$ cat src/rtl/shp_pkg.sv
package shp_pkg;
  typedef enum logic [1:0] {
    SYM_SPACE = 2'b00,
    SYM_POS   = 2'b01,
    SYM_NEG   = 2'b10,
    SYM_RSV   = 2'b11
  } sym_e;
endpackage

$ cat src/rtl/shp_rst_sync.sv
module shp_rst_sync (
  input  logic clk,
  input  logic rst_n,
  output logic rst_sync_n
);
  logic [1:0] stage_q;

  always_ff @(posedge clk or negedge rst_n) begin
    if (!rst_n) stage_q <= 2'b00;
    else        stage_q <= {stage_q[0], 1'b1};
  end

  assign rst_sync_n = stage_q[1];
endmodule

$ cat src/rtl/shp_regbank.sv
module shp_regbank #(
  parameter int NUM_SEG  = 8,
  parameter int WORD_W   = 8,
  parameter int ADDR_W   = 4,
  parameter int SEG_BASE = 8,
  localparam int IDX_W   = $clog2(NUM_SEG),
  localparam int BANK_W  = NUM_SEG * WORD_W
) (
  input  logic              clk,
  input  logic              rst_n,
  input  logic              we,
  input  logic [ADDR_W-1:0] addr,
  input  logic [WORD_W-1:0] wdata,
  input  logic              load,
  output logic [WORD_W-1:0] rdata,
  output logic [BANK_W-1:0] active_flat
);
  logic             hit;
  logic [IDX_W-1:0] idx;
  logic [BANK_W-1:0] shadow_flat;
  logic [BANK_W-1:0] active_q;
  logic [BANK_W-1:0] active_d;

  always_comb begin
    hit = (int'(addr) >= SEG_BASE) && (int'(addr) < SEG_BASE + NUM_SEG);
    idx = IDX_W'(int'(addr) - SEG_BASE);
  end

  for (genvar g = 0; g < NUM_SEG; g++) begin : g_seg
    logic [WORD_W-1:0] shd_q;
    logic [WORD_W-1:0] shd_d;
    logic              shd_en;

    always_comb begin
      shd_en = we && hit && (idx == IDX_W'(g));
      shd_d  = shd_en ? wdata : shd_q;
    end

    always_ff @(posedge clk or negedge rst_n) begin
      if (!rst_n) shd_q <= '0;
      else        shd_q <= shd_d;
    end

    assign shadow_flat[g*WORD_W +: WORD_W] = shd_q;

    AST_SHADOW_WRITE: assert property (@(posedge clk) disable iff (!rst_n)
      (we && hit && idx == IDX_W'(g)) |=> (shd_q == $past(wdata)));
  end

  always_comb begin
    rdata = hit ? shadow_flat[idx*WORD_W +: WORD_W] : '0;
  end

  always_comb begin
    active_d = load ? shadow_flat : active_q;
  end

  always_ff @(posedge clk or negedge rst_n) begin
    if (!rst_n) active_q <= '0;
    else        active_q <= active_d;
  end

  assign active_flat = active_q;

  AST_ACTIVE_HOLD: assert property (@(posedge clk) disable iff (!rst_n)
    !load |=> $stable(active_q));
  AST_ACTIVE_LOAD: assert property (@(posedge clk) disable iff (!rst_n)
    load |=> (active_q == $past(shadow_flat)));
  AST_UNMAPPED_READ: assert property (@(posedge clk) disable iff (!rst_n)
    !hit |-> (rdata == '0));
endmodule

$ cat src/rtl/shp_seq.sv
module shp_seq #(
  parameter int NUM_SEG = 8,
  localparam int IDX_W  = $clog2(NUM_SEG),
  localparam logic [IDX_W-1:0] LAST = IDX_W'(NUM_SEG - 1)
) (
  input  logic             clk,
  input  logic             rst_n,
  input  logic             seg_stb,
  input  logic [1:0]       sym_req,
  input  logic             t1_mode,
  output logic [IDX_W-1:0] seg_idx,
  output logic [1:0]       sym_cur,
  output logic             mode_cur,
  output logic             wrap
);
  logic [IDX_W-1:0] idx_q, idx_d;
  logic [1:0]       sym_q, sym_d;
  logic             mode_q, mode_d;

  always_comb begin
    wrap   = seg_stb && (idx_q == LAST);
    idx_d  = idx_q;
    sym_d  = sym_q;
    mode_d = mode_q;
    if (seg_stb) begin
      idx_d = (idx_q == LAST) ? '0 : idx_q + 1'b1;
    end
    if (wrap) begin
      sym_d  = sym_req;
      mode_d = t1_mode;
    end
  end

  always_ff @(posedge clk or negedge rst_n) begin
    if (!rst_n) begin
      idx_q  <= LAST;
      sym_q  <= shp_pkg::SYM_SPACE;
      mode_q <= 1'b0;
    end else begin
      idx_q  <= idx_d;
      sym_q  <= sym_d;
      mode_q <= mode_d;
    end
  end

  assign seg_idx  = idx_q;
  assign sym_cur  = sym_q;
  assign mode_cur = mode_q;

  AST_SEG_ADVANCE: assert property (@(posedge clk) disable iff (!rst_n)
    (seg_stb && idx_q != LAST) |=> (idx_q == $past(idx_q) + 1'b1));
  AST_SEG_WRAP: assert property (@(posedge clk) disable iff (!rst_n)
    (seg_stb && idx_q == LAST) |=> (idx_q == '0));
  AST_SEG_IDLE: assert property (@(posedge clk) disable iff (!rst_n)
    !seg_stb |=> $stable(idx_q));
  AST_SYM_HOLD: assert property (@(posedge clk) disable iff (!rst_n)
    !(seg_stb && idx_q == LAST) |=> ($stable(sym_q) && $stable(mode_q)));
endmodule

$ cat src/rtl/shp_level.sv
module shp_level #(
  parameter int NUM_SEG = 8,
  parameter int WORD_W  = 8,
  localparam int IDX_W  = $clog2(NUM_SEG),
  localparam int MAG_W  = WORD_W - 1,
  localparam int BANK_W = NUM_SEG * WORD_W
) (
  input  logic [BANK_W-1:0] active_flat,
  input  logic [IDX_W-1:0]  seg_idx,
  input  logic [1:0]        sym_cur,
  input  logic              mode_cur,
  output logic [WORD_W-1:0] level
);
  import shp_pkg::*;

  logic [WORD_W-1:0] word;
  logic [WORD_W-1:0] mag_ext;
  logic              above;
  logic              is_mark;

  always_comb begin
    word    = active_flat[seg_idx*WORD_W +: WORD_W];
    mag_ext = {1'b0, word[MAG_W-1:0]};
    is_mark = (sym_cur == SYM_POS) || (sym_cur == SYM_NEG);
    above   = word[WORD_W-1] ^ (sym_cur == SYM_NEG);
    if (!mode_cur || !is_mark) level = '0;
    else if (above)            level = mag_ext;
    else                       level = '0 - mag_ext;
  end
endmodule

$ cat src/rtl/seg_pulse_shaper.sv
module seg_pulse_shaper #(
  parameter int NUM_SEG  = 8,
  parameter int WORD_W   = 8,
  parameter int ADDR_W   = 4,
  parameter int SEG_BASE = 8,
  localparam int IDX_W   = $clog2(NUM_SEG),
  localparam int BANK_W  = NUM_SEG * WORD_W
) (
  input  logic              clk,
  input  logic              rst_n,
  input  logic              host_we,
  input  logic [ADDR_W-1:0] host_addr,
  input  logic [WORD_W-1:0] host_wdata,
  output logic [WORD_W-1:0] host_rdata,
  input  logic              t1_mode,
  input  logic              seg_stb,
  input  logic [1:0]        sym_req,
  output logic [IDX_W-1:0]  seg_num,
  output logic [WORD_W-1:0] sample_out
);
  logic              rst_sync_n;
  logic              wrap;
  logic [1:0]        sym_cur;
  logic              mode_cur;
  logic [BANK_W-1:0] active_flat;

  shp_rst_sync u_rst (
    .clk        (clk),
    .rst_n      (rst_n),
    .rst_sync_n (rst_sync_n)
  );

  shp_seq #(.NUM_SEG(NUM_SEG)) u_seq (
    .clk      (clk),
    .rst_n    (rst_sync_n),
    .seg_stb  (seg_stb),
    .sym_req  (sym_req),
    .t1_mode  (t1_mode),
    .seg_idx  (seg_num),
    .sym_cur  (sym_cur),
    .mode_cur (mode_cur),
    .wrap     (wrap)
  );

  shp_regbank #(
    .NUM_SEG(NUM_SEG), .WORD_W(WORD_W), .ADDR_W(ADDR_W), .SEG_BASE(SEG_BASE)
  ) u_bank (
    .clk         (clk),
    .rst_n       (rst_sync_n),
    .we          (host_we),
    .addr        (host_addr),
    .wdata       (host_wdata),
    .load        (wrap),
    .rdata       (host_rdata),
    .active_flat (active_flat)
  );

  shp_level #(.NUM_SEG(NUM_SEG), .WORD_W(WORD_W)) u_level (
    .active_flat (active_flat),
    .seg_idx     (seg_num),
    .sym_cur     (sym_cur),
    .mode_cur    (mode_cur),
    .level       (sample_out)
  );

  AST_SPACE_ZERO: assert property (@(posedge clk) disable iff (!rst_sync_n)
    (sym_cur == shp_pkg::SYM_SPACE || sym_cur == shp_pkg::SYM_RSV) |-> (sample_out == '0));
  AST_MODE_ZERO: assert property (@(posedge clk) disable iff (!rst_sync_n)
    !mode_cur |-> (sample_out == '0));
endmodule

$ cat config.mk
export PLATFORM = sky130hd
export DESIGN_NAME = seg_pulse_shaper
export DESIGN_NICKNAME = d
export VERILOG_FILES = /design/src/rtl/shp_pkg.sv /design/src/rtl/shp_rst_sync.sv /design/src/rtl/shp_regbank.sv /design/src/rtl/shp_seq.sv /design/src/rtl/shp_level.sv /design/src/rtl/seg_pulse_shaper.sv
export SDC_FILE = /design/constraint.sdc
export NUM_CORES = 1
export LEC_CHECK = 0
export CORE_ASPECT_RATIO = 0.5
export CORE_MARGIN = 2
export CORE_UTILIZATION = 60
export DETAILED_ROUTE_END_ITERATION = 7
export DONT_BUFFER_PORTS = 1
export GPL_TIMING_DRIVEN = 0
export PLACE_DENSITY = 0.76
export REMOVE_ABC_BUFFERS = 1
export SLEW_MARGIN = 20
export SYNTH_ARGS = -nofsm -noshare
export SYNTH_HDL_FRONTEND = slang
export SYNTH_HIERARCHICAL = 1
export SYNTH_SLANG_ARGS = --single-unit
$ cat constraint.sdc
create_clock -name clk -period 6.25 [get_ports clk]
set_clock_uncertainty 0.15 [all_clocks]
set_input_delay 0.9375 -clock clk [delete_from_list [all_inputs] [get_ports clk]]
set_output_delay 0.9375 -clock clk [all_outputs]
set_load 0.005 [all_outputs]
==> out/summary.txt, run 1 <==
status = completed
Tot GR Track Use = 26.6%
Total Routed Length = 13800 µm
arrival time worst endpoint = 3.42 ns
hold buffer count at CTS = 0
cell area after synthesis = 0.00638 mm²
gpl congestion = 0.772
EDFF count, synth = 0
WP data required = 5.16 ns
core area = 0.0103 mm²
CTS tree = yes
worst hold margin = 0.0690 ns
ANT cells = 0
initial antenna violation count = 0
Static Leak = 3.05 nW
vias after detailed routing = 3552
area of the multi-input gates = 0.00285 mm²
CP endpoint kind = output pin
die width = 150 µm
WS Path Type = reg -> out
global-route wire length before repair = 22100 µm
initial drt markers = 248
Post-DRT Antenna Nets = 0
Setup Buffers After CTS = 0
router iterations before antenna repair = 4
top cell type by total area after synthesis = dfrtp_1
Worst-Margin Slew = 1.00 ns
overall power = 3.42 mW
# DRC = 0
YS warnings = 6
vias in the first global route = 3852
die height = 76.9 µm
setup slack at placement = 2.19 ns
Inst Count DP = 536
Final HPWL DP = 8620 µm
share of cells above drive strength 1 = 52.1%
fmax = 0.222 GHz
max_slew headroom = 33.0%
CTS Root Cell = clkbuf_16
Seq. cell area = 0.00341 mm²
CP startpoint kind = flip-flop
Synth top cells by count = mux2_2, dfrtp_1, mux4_2, buf_2, nor2_1
vias per cell = 6.25
wire per inst = 24.3 µm
io pins = 38
filler instances = 673
share of flip-flops with an asynchronous set or reset = 100%
minimum clock period after layout = 4.50 ns
largest net degree at the start of global routing = 61
PostCTS Resize Cnt = 0
ys flop type = dfrtp_1
Layout area overhead = 11.4%
Worst Path Max Fanout = 19
crit share post-route = 72.1%
Max Cap Viol = 0
setup TNS = 0 ns
VDD IR-drop max = 0.248 mV
Remaining Overflow, GRT = 0
starting density of the core = 62.1%
Power per Cell Area = 481 mW/mm²
Finished Layout Cells = 568
top-count cell post-synth = mux2_2
clk buf depth = 2
Synth area leaders = dfrtp_1, mux2_2, mux4_2, dfstp_2, mux4_1
r2r worst-path depth = 6
syn_area_per_cell = 15.5 µm²
RR Endpoint = u_bank/active_flat[43]
FF-to-FF setup slack = 3.42 ns
Reg-to-Reg Start = u_seq/seg_idx[0]
Setup Viol. Count Final = 0
Synth top area share = 52.1%
H-tree depth = 4
RSZ-0062 raised after global routing = no
worst hold path class = in -> async
fin. max-slew vios = 0
sequential area share after synthesis = 53.4%
# clock sinks = 136
TritonCTS buffer count = 17
final worst slack = 1.75 ns
Yosys cell types = 44
Worst-Skew Late Latency = 0.41 ns
Clk pin slew, worst setup/hold paths = 0.06 ns
#FFs+latches synth = 136
Synth Instances = 412
port bufs = 0
Final Hold Viols = 0
die area = 0.0115 mm²
number of placement rows = 26
Final nets = 438
## layout make-up
| type | instances | share of cell area [%] |
|---|---|---|
| Multi-Input combinational cell | 255 | 40.1 |
| Inverter | 2 | 0.141 |
| Timing Repair Buffer | 3 | 0.950 |
| Sequential cell | 136 | 48.0 |
| Tap cell | 140 | 2.46 |
| Clock inverter | 7 | 1.28 |
| Clock buffer | 25 | 7.11 |
## cells in the final DEF, fill, tap and decap left out, types with 4 or more instances in the layout
cell       count
clkbuf_8       5
o22ai_1        8
nand2b_1       5
ha_1           4
dfrtp_1      132
nor2_2         5
mux2_2       147
clkbuf_16     17
mux2i_1        6
nor2_1        11
o21ai_0        9
mux4_2        21
## critical path: stages, from the launching register on
cell and delay, ns:
dfstp_2 1.04, mux4_2 0.62, mux2i_1 0.49, ha_1 0.34, nand3b_1 0.13, nand3_1 0.13, nor3b_1 0.26
## cell families after synthesis
| group | Yosys count | synth area share, % |
|---|---|---|
| AND/OR/NAND/NOR | 39 | 4.04 |
| XOR/XNOR | 2 | 0.392 |
| adder cells (fa/ha/maj) | 4 | 0.784 |
| buffers and inverters | 21 | 1.98 |
| AO/OA/AOI/OAI | 26 | 2.45 |
| other | 1 | 0.0587 |
| multiplexers | 183 | 36.9 |
| flip-flops | 136 | 53.4 |
## worst max path at each step
stage,startpoint,endpoint,slack (ns),depth (start not counted)
5_1_grt,u_seq/seg_idx[0],sample_out[5],1.58,5
3_5_place_dp,u_seq/seg_idx[0],sample_out[4],2.19,6
6_report,u_seq/seg_idx[0],sample_out[4],1.75,6
3_3_place_gp,u_rst/stage_q[1],u_bank/active_flat[44],0.95,0
4_1_cts,u_seq/seg_idx[0],sample_out[4],1.74,6
2_1_floorplan,u_rst/stage_q[1],u_bank/active_flat[0],2.04,0
## layer usage
layer  track usage [%]  wire length (µm)  vias to the layer above
li1                  -                 -                     1545
met1              37.8              6220                     1897
met2              41.1              6540                       93
met3              7.14               871                       17
met4              7.64               172                        0
met5                 0                 0                        -
## through the flow
stage / cell area, µm² / util [%]
floorplan: 6260 / -
global placement: 6440 / 62.6
detailed placement: 6510 / 63.4
CTS: 7110 / 69.2
global route: 7110 / 69.2
finish: 7110 / 69.2
## sequential cells by signal, summed over array words and instances (netlist names)
register / count
u_bank/g_seg.shd_q: 64
u_rst/stage_q: 2
u_seq/sym_cur: 2
u_seq/seg_idx: 3
u_seq/mode_cur: 1
u_bank/active_flat: 64
## report_power, final
part / internal, mW / leakage [nW] / switching [mW] / total, mW
sequential: 1.19 / 1.68 / 0.249 / 1.44
combinational: 0.577 / 1.07 / 0.420 / 0.997
clock: 0.639 / 0.293 / 0.351 / 0.991
No activity file was read; power rests on OpenSTA's default activity.
==> run 2: changes to the inputs <==
==> constraint.sdc (replaced) <==
create_clock -name clk -period 4.26 [get_ports clk]
set_clock_uncertainty 0.15 [all_clocks]
set_input_delay 0.639 -clock clk [delete_from_list [all_inputs] [get_ports clk]]
set_output_delay 0.639 -clock clk [all_outputs]
set_load 0.005 [all_outputs]
==> out/summary.txt, run 2 (synthesized netlist as in run 1, its figures left out) <==
status = completed
Power per Cell Area = 705 mW/mm²
initial drt markers = 243
Total Routed Length = 13900 µm
vias in the first global route = 3853
WP data required = 3.47 ns
crit share post-route = 94.2%
initial antenna violation count = 0
arrival time worst endpoint = 3.22 ns
filler instances = 673
CP max stage cell = dfstp_4
largest net degree at the start of global routing = 61
Worst Path Max Fanout = 19
vias per cell = 6.27
most frequent cells in the layout = mux2_2, dfrtp_1, mux4_2
CTS Root Cell = clkbuf_16
CTS tree = yes
worst hold margin = 0.138 ns
Final nets = 439
Setup Viol. Count Final = 0
max_slew headroom = 32.2%
router iterations before antenna repair = 4
Layout area overhead = 11.6%
worst hold path class = in -> reg
starting density of the core = 62.1%
Critical Path, Cell by Cell = mux4_2 > mux2i_1 > ha_1 > nand3b_1 > nand3_1 > nor3b_1
# DRC = 0
number of placement rows = 26
CP endpoint kind = output pin
wire per inst = 24.4 µm
TritonCTS buffer count = 17
Final Hold Viols = 0
VDD IR-drop max = 0.365 mV
Buf+Inv Stages, Crit Path = 0
die area = 0.0115 mm²
share of cells above drive strength 1 = 52.0%
fin. max-slew vios = 0
Post-DRT Antenna Nets = 0
Worst-Margin Slew = 1.01 ns
vias after detailed routing = 3567
ANT cells = 0
Static Leak = 3.06 nW
fmax = 0.249 GHz
CP startpoint kind = flip-flop
RSZ-0062 raised after global routing = no
overall power = 5.02 mW
port bufs = 0
gpl congestion = 0.772
core area = 0.0103 mm²
# clock sinks = 136
Max Cap Viol = 0
WS Path Type = reg -> out
Remaining Overflow, GRT = 0
HP Start = seg_stb
slowest stage delay, CP = 0.88 ns
minimum clock period after layout = 4.01 ns
Worst-Skew Late Latency = 0.41 ns
global-route wire length before repair = 22100 µm
commonest non-fill, non-tap cell in the layout = mux2_2
Tot GR Track Use = 26.6%
crit path from = u_seq/seg_idx[0]
io pins = 38
setup TNS = 0 ns
Clk pin slew, worst setup/hold paths = 0.06 ns
critical path's top delay family = multiplexers
clk buf depth = 2
die width = 150 µm
Final HPWL DP = 8620 µm
die height = 76.9 µm
Setup Buffers After CTS = 0
Reg-to-Reg Start = u_seq/seg_idx[1]
H-tree depth = 4
-- run 2: timing repair --
action | in CTS | in global routing
setup endpoints to repair | 0 | 3
hold buffers | 1 | 0
resized for setup | 0 | 1
hold endpoints to repair | 2 | 0
-- run 2: through the flow --
stage / std cells / utilization, % / cell area, µm² / setup WS (ns)
after floorplan: 393 / - / 6260 / 0.0455
after global placement: 533 / 62.6 / 6440 / -1.04
after detailed placement: 536 / 63.4 / 6510 / 0.502
after CTS: 569 / 69.3 / 7120 / 0.0469
after global routing: 569 / 69.3 / 7120 / 0.132
final: 569 / 69.3 / 7120 / 0.248
-- run 2: power breakdown --
group | switching, mW | leakage, nW | internal [mW] | total (mW)
combinational | 0.615 | 1.08 | 0.846 | 1.46
sequential | 0.365 | 1.69 | 1.74 | 2.11
clock | 0.517 | 0.293 | 0.938 | 1.45
total | 1.50 | 3.06 | 3.53 | 5.02
-- run 2: final timing paths --
path	end	slack, ns	cells past startpoint
min reg2reg	u_bank/g_seg[2].shd_q[0]	0.16	0
min in group asynchronous	u_bank/g_seg[2].shd_q[0]	0.16	0
max reg2reg	u_bank/active_flat[18]	1.53	6
min	u_seq/seg_idx[0]	0.14	1
max	sample_out[4]	0.25	6
max in group asynchronous	u_bank/active_flat[12]	2.88	2
-- run 2: cell type report --
class / instances / area [µm²] / share of cell area [%]
clock buffer: 25 / 505 / 7.10
clock inverter: 7 / 91.3 / 1.28
inverter: 2 / 10.0 / 0.140
multi-input combinational: 255 / 2850 / 40.0
sequential: 136 / 3410 / 47.9
tap: 140 / 175 / 2.46
timing repair buffer: 4 / 77.6 / 1.09
-- run 2: worst register-to-register path, delay by kind of cell, from the launching register on --
family / cells / cell delay (ns)
flops: 1 / 0.93
fa+ha+maj: 2 / 0.43
simple gates: 1 / 0.12
buf+inv: 2 / 0.55
mux: 1 / 0.42
-- run 2: layer usage --
layer  GRT usage [%]  vias up  part of all wire (%)
met5               0        -                     0
met4            7.64        0                   1.2
met3            7.08       19                   7.7
met2            41.1      100                    47
met1            37.8     1900                    44
li1                -     1548                     -
